==> src/rtl/walk_pkg.sv <==
package walk_pkg;

  localparam int VA_W    = 32;
  localparam int ENT_W   = 64;
  localparam int FULL_PA = 52;
  localparam int EN_BIT  = 5;
  localparam int IDX_W   = 9;

  typedef enum logic [1:0] {ST_IDLE, ST_ISSUE, ST_WAIT, ST_FIN} walk_st_e;

  typedef enum logic [2:0] {
    FLT_NONE   = 3'd0,
    FLT_TOP_NP = 3'd1,
    FLT_DIR_NP = 3'd2,
    FLT_TBL_NP = 3'd3,
    FLT_RSVD   = 3'd4,
    FLT_OFF    = 3'd5
  } walk_flt_e;

  // byte address of entry number idx inside a table at base
  function automatic logic [FULL_PA-1:0] ent_addr(input logic [FULL_PA-1:0] base,
                                                  input logic [IDX_W-1:0] idx);
    return base + {{(FULL_PA-IDX_W-3){1'b0}}, idx, 3'b000};
  endfunction

  function automatic logic [FULL_PA-1:0] pa_small(input logic [ENT_W-1:0] e,
                                                  input logic [11:0] off);
    return {e[51:12], off};
  endfunction

  function automatic logic [FULL_PA-1:0] pa_large(input logic [ENT_W-1:0] e,
                                                  input logic [20:0] off);
    return {e[51:21], off};
  endfunction

endpackage

==> src/rtl/walk_idx_sel.sv <==
module walk_idx_sel
  import walk_pkg::*;
(
  input  logic [VA_W-1:0]  va,
  input  logic [1:0]       lvl,
  output logic [IDX_W-1:0] idx
);
  always_comb begin
    case (lvl)
      2'd0:    idx = {7'd0, va[31:30]};
      2'd1:    idx = va[29:21];
      default: idx = va[20:12];
    endcase
  end
endmodule

==> src/rtl/walk_entry_dec.sv <==
module walk_entry_dec
  import walk_pkg::*;
#(
  parameter int PA_W = 36
) (
  input  logic [ENT_W-1:0] ent,
  output logic             present,
  output logic             big,
  output logic             nx,
  output logic             rsvd_nz,
  output logic [PA_W-1:0]  next_base
);
  logic unused_sw;

  assign present   = ent[0];
  assign big       = ent[7];
  assign nx        = ent[63];
  assign rsvd_nz   = |ent[20:12];
  assign next_base = PA_W'({ent[51:12], 12'h000});
  assign unused_sw = ^{ent[62:52], ent[11:8], ent[6:1]};
endmodule

==> src/rtl/vaddr_walker.sv <==
module vaddr_walker
  import walk_pkg::*;
#(
  parameter int PA_W      = 36,
  parameter bit PASS_THRU = 1'b1
) (
  input  logic             clk,
  input  logic             rst_n,
  input  logic             req_valid,
  output logic             req_ready,
  input  logic [31:0]      req_vaddr,
  input  logic [31:0]      mode_ctrl,
  input  logic [PA_W-1:0]  root_ptr,
  output logic             mem_rd_valid,
  input  logic             mem_rd_ready,
  output logic [PA_W-1:0]  mem_rd_addr,
  input  logic             mem_rsp_valid,
  input  logic [63:0]      mem_rsp_data,
  output logic             done,
  output logic [PA_W-1:0]  res_paddr,
  output logic             res_nx,
  output logic             res_large,
  output logic             res_fault,
  output logic [2:0]       res_fault_code
);
  localparam logic [PA_W-1:0] ROOT_MASK = ~PA_W'(31);

  walk_st_e        st_q;
  logic [1:0]      lvl_q;
  logic [PA_W-1:0] base_q;
  logic [31:0]     va_q;

  logic [IDX_W-1:0]   idx;
  logic [FULL_PA-1:0] ea_full;
  logic               e_present, e_big, e_nx, e_rsvd;
  logic [PA_W-1:0]    e_base;
  logic               unused_mode;

  // named events for the checker
  logic evt_accept, evt_rd_fire, evt_rsp;
  logic trans_on;

  walk_idx_sel u_idx (.va(va_q), .lvl(lvl_q), .idx(idx));

  walk_entry_dec #(.PA_W(PA_W)) u_dec (
    .ent(mem_rsp_data), .present(e_present), .big(e_big),
    .nx(e_nx), .rsvd_nz(e_rsvd), .next_base(e_base)
  );

  assign trans_on     = mode_ctrl[EN_BIT];
  assign unused_mode  = ^mode_ctrl;
  assign req_ready    = (st_q == ST_IDLE);
  assign mem_rd_valid = (st_q == ST_ISSUE);
  assign done         = (st_q == ST_FIN);
  assign ea_full      = ent_addr(FULL_PA'(base_q), idx);
  assign mem_rd_addr  = PA_W'(ea_full);
  assign evt_accept   = req_valid && req_ready;
  assign evt_rd_fire  = mem_rd_valid && mem_rd_ready;
  assign evt_rsp      = (st_q == ST_WAIT) && mem_rsp_valid;

  always_ff @(posedge clk) begin
    if (!rst_n) begin
      st_q           <= ST_IDLE;
      lvl_q          <= 2'd0;
      base_q         <= '0;
      va_q           <= '0;
      res_paddr      <= '0;
      res_nx         <= 1'b0;
      res_large      <= 1'b0;
      res_fault      <= 1'b0;
      res_fault_code <= FLT_NONE;
    end else begin
      case (st_q)
        ST_IDLE: if (evt_accept) begin
          va_q      <= req_vaddr;
          res_nx    <= 1'b0;
          res_large <= 1'b0;
          if (trans_on) begin
            lvl_q  <= 2'd0;
            base_q <= root_ptr & ROOT_MASK;
            st_q   <= ST_ISSUE;
          end else begin
            res_paddr      <= PASS_THRU ? PA_W'(req_vaddr) : '0;
            res_fault      <= !PASS_THRU;
            res_fault_code <= PASS_THRU ? FLT_NONE : FLT_OFF;
            st_q           <= ST_FIN;
          end
        end
        ST_ISSUE: if (evt_rd_fire) st_q <= ST_WAIT;
        ST_WAIT: if (evt_rsp) begin
          if (!e_present) begin
            res_fault      <= 1'b1;
            res_fault_code <= 3'(lvl_q) + 3'd1;
            res_paddr      <= '0;
            st_q           <= ST_FIN;
          end else if (lvl_q == 2'd1 && e_big) begin
            st_q <= ST_FIN;
            if (e_rsvd) begin
              res_fault      <= 1'b1;
              res_fault_code <= FLT_RSVD;
              res_paddr      <= '0;
            end else begin
              res_fault      <= 1'b0;
              res_fault_code <= FLT_NONE;
              res_paddr      <= PA_W'(pa_large(mem_rsp_data, va_q[20:0]));
              res_nx         <= e_nx;
              res_large      <= 1'b1;
            end
          end else if (lvl_q == 2'd2) begin
            res_fault      <= 1'b0;
            res_fault_code <= FLT_NONE;
            res_paddr      <= PA_W'(pa_small(mem_rsp_data, va_q[11:0]));
            res_nx         <= e_nx;
            st_q           <= ST_FIN;
          end else begin
            base_q <= e_base;
            lvl_q  <= lvl_q + 2'd1;
            st_q   <= ST_ISSUE;
          end
        end
        default: st_q <= ST_IDLE;
      endcase
    end
  end
endmodule

==> config.mk <==
export PLATFORM = sky130hd
export DESIGN_NAME = vaddr_walker
export DESIGN_NICKNAME = d
export VERILOG_FILES = /design/src/rtl/walk_pkg.sv /design/src/rtl/walk_idx_sel.sv /design/src/rtl/walk_entry_dec.sv /design/src/rtl/vaddr_walker.sv
export SDC_FILE = /design/constraint.sdc
export NUM_CORES = 1
export LEC_CHECK = 0
export BUFFER_PORTS_ARGS = -buffer_cell sky130_fd_sc_hd__buf_2
export CAP_MARGIN = 30
export CELL_PAD_IN_SITES_DETAIL_PLACEMENT = 0
export CELL_PAD_IN_SITES_GLOBAL_PLACEMENT = 1
export CORE_AREA = 3 3 105 207
export CTS_BUF_LIST = sky130_fd_sc_hd__clkbuf_2 sky130_fd_sc_hd__clkbuf_4 sky130_fd_sc_hd__clkbuf_8
export DETAILED_ROUTE_END_ITERATION = 12
export DIE_AREA = 0 0 108 210
export PLACE_DENSITY_LB_ADDON = 0.1
export SLEW_MARGIN = 40
export SYNTH_ARGS = -nofsm -noshare
export SYNTH_HDL_FRONTEND = slang
export SYNTH_SLANG_ARGS = --single-unit
==> constraint.sdc <==
create_clock -name clk -period 4.6 [get_ports clk]
set_clock_uncertainty 0.05 [all_clocks]
set_input_delay 0.92 -clock clk [delete_from_list [all_inputs] [get_ports clk]]
set_output_delay 0.92 -clock clk [all_outputs]
set_load 0.05 [all_outputs]
==> impl_metrics.ini <==
[floorplanning]
dieArea_mm2 = 0.02268
core_mm2 = 0.02046
die_x_um = 108
die_h_um = 210
rows = 74
ios = 250
initial_core_util = 0.2755

[global_route]
met2_usage = 0.3493
grt_use_met3 = 0.03034
grt-busiest-layer = met2
grt.overflow.total = 0
grt_usage = 0.1835
grt_start_max_net_pins = 90
first_global_vias = 5795
antenna_found_initial = 0
grt_first_pass_wirelength_mm = 31.85
gr-usage-met1 = 0.1969

[timing]
final-setup-viol-count = 0
timing.fmax_mhz = 228.9
rsz0062_at_grt = true
fin_hold_ws_ps = 415.0
slew_viol_final = 0
worst_pin_slew_ps = 819.3
slew_headroom = 0.4508
fin_crit_ps = 4369
min_period_over_period = 0.9497
final_hold_viol_count = 0

[yosys]
yosys-top-cells-area = dfxtp_1 39%, nand2_1 11%, o211a_1 4.6%
yosysUniqueCellTypes = 56
seq_area_frac_synth = 0.3871
synth-edff-count = 0
avgSynthCellArea_um2 = 8.145
synth_largest_area_cell = dfxtp_1
ys.flop_type = dfxtp_1
ys_ff_latch = 109
synth_warnings = 0
synthArstFlopShare = 0
synth_top_area_frac = 0.3871
netlist_area_mm2 = 0.005637
syn_inst = 692

[cells_and_area]
antennaDiodeCount = 0
finalNetCount = 1022
drive_gt1_frac = 0.2660
fillers = 2234
fin_cells = 1112
syn_to_final_growth_pct = 24.24
register_area_mm2 = 0.002183
final_cell_area_mm2 = 0.007003
multi_input_area_mm2 = 0.003224

[clocking]
worstSkewPairLatency_ps = 380
ctsLongestPathBuffers = 2
clkSinkCount = 109
cts_root_buf = clkbuf_8
cts_max_level = 3
numCtsBuffers = 9
postCtsHoldBufs = 0
clkTransAtPathRegs_ps = 120
cts_tree = yes

[routing]
vias = 5593
via_per_inst = 5.030
antenna_left = 0
post_drt_wl_per_cell_um = 18.47
wl_mm = 20.54
drt_iter0_markers = 315
drc = 0
drt_first_pass_iters = 6

[critical_path]
timing.critical_path.from_type = flop
crit_type = flop to output pin
cp.required_ps = 3630
arrival_ps = 3400
crit_fanout = 11
endpoint_kind = output pin

[run_status]
status = complete, no violations

[power]
finalPower_mw = 2.487
irDropWorstVdd_v = 0.0001721
power_density_mw_per_mm2 = 355.2
p_leak_nw = 3.235

[run]
maxCapViolations = 0

[place]
place_hpwl_mm = 15.79
post_dp_cell_area_mm2 = 0.006720
io_buffers = 173
dp_cells = 1094
gp_congestion = 0.7968

[hold_path]
min_path_type = flop to flop
-- through the flow --
stage	utilization	worst slack, ps	TNS [ps]
floorplan	-	347.8	0
global placement	0.3274	324.5	0
detailed placement	0.3284	286.3	0
CTS	0.3408	8.383	0
global route	0.3422	-18.17	-18.17
finish	0.3422	231.2	0
-- layer usage --
metal | routed length [um] | vias up
met2 | 11360 | 175
met4 | 582 | 0
met5 | 0 | -
met3 | 951 | 26
li1 | - | 2737
met1 | 7642 | 2655
-- layout make-up --
class	instances	area share
tap	266	0.04753
clock buffer	10	0.01965
multi-input combinational	526	0.4604
sequential	109	0.3118
inverter	5	0.002680
clock inverter	6	0.01340
timing repair buffer	190	0.1445
-- path summary, 6_finish.rpt --
| path | start | endpoint | slack, ps | cells after the start |
|---|---|---|---|---|
| setup / recovery | lvl_q[1] | mem_rd_addr[26] | 230 | 13 |
| hold / removal | res_fault_code[1] | res_fault_code[1] | 420 | 2 |
| setup reg to reg | lvl_q[1] | base_q[15] | 1770 | 9 |
| hold reg to reg | res_fault_code[1] | res_fault_code[1] | 420 | 2 |
-- cell usage after synthesis (all sizes together) (2+ instances only) --
| master | n |
|---|---|
| nand3 | 35 |
| a222oi | 23 |
| and3 | 2 |
| nand4 | 18 |
| nor4 | 4 |
| a21boi | 33 |
| nor2 | 21 |
| o21a | 2 |
| o211a | 26 |
| inv | 5 |
| nor3 | 5 |
| a211oi | 2 |
| and2 | 2 |
| xnor2 | 15 |
| buf | 23 |
| dfxtp | 109 |
| a21oi | 26 |
| o211ai | 3 |
| a22oi | 6 |
| o21ai | 41 |
| and4 | 2 |
| a21o | 4 |
| nand2 | 160 |
| nor2b | 40 |
| nand2b | 9 |
| ha | 11 |
| xor2 | 14 |
| or3 | 3 |
| clkbuf | 31 |
-- cell usage in the layout (no fill, tap or decap), types with 18 or more instances in the layout --
cell type,count
buf_2,170
nand2_1,160
dfxtp_1,108
nor2b_1,39
nand3_1,35
a21boi_0,32
o211a_1,26
o21ai_0,25
a21oi_1,25
a222oi_1,23
nor2_1,19
buf_4,18
-- report_power, final --
part | internal (mW) | switching [mW]
clock network | 0.328 | 0.361
registers | 1.02 | 0.0741
logic | 0.206 | 0.493
-- critical path, stage by stage, from the launching register on --
cell,delay (ps)
dfxtp_1,400
inv_1,80
ha_2,250
buf_4,180
nand2_1,90
o21ai_1,110
ha_2,350
o211a_1,220
and3_1,200
o21ai_1,70
buf_4,180
or4_1,490
xnor2_1,170
buf_4,230
-- sequential cells by signal, indices dropped and copies added, names as in the netlist --
| register | count |
|---|---|
| lvl_q | 2 |
| va_q | 32 |
| res_fault_code | 3 |
| base_q | 31 |
| res_large | 1 |
| res_fault | 1 |
| st_q | 2 |
| res_paddr | 36 |
| res_nx | 1 |
-- cell families after synthesis --
| logic type | synth area share |
|---|---|
| and+or+nand+nor | 0.2564 |
| DFF | 0.3871 |
| AOI/OAI and AO/OA | 0.2326 |
| xor gates and xnor gates | 0.04506 |
| other | 0.0006653 |
| buffers and inverters | 0.05017 |
| adders and majority gates | 0.02797 |
-- what timing repair did --
action,CTS,global route
endpoints found under the setup margin,8,15
pin swaps,1,2
setup buffers,1,1
resized for setup,5,7
hold endpoints to repair,0,0
Note: power is estimated with default switching activity, not from simulation.
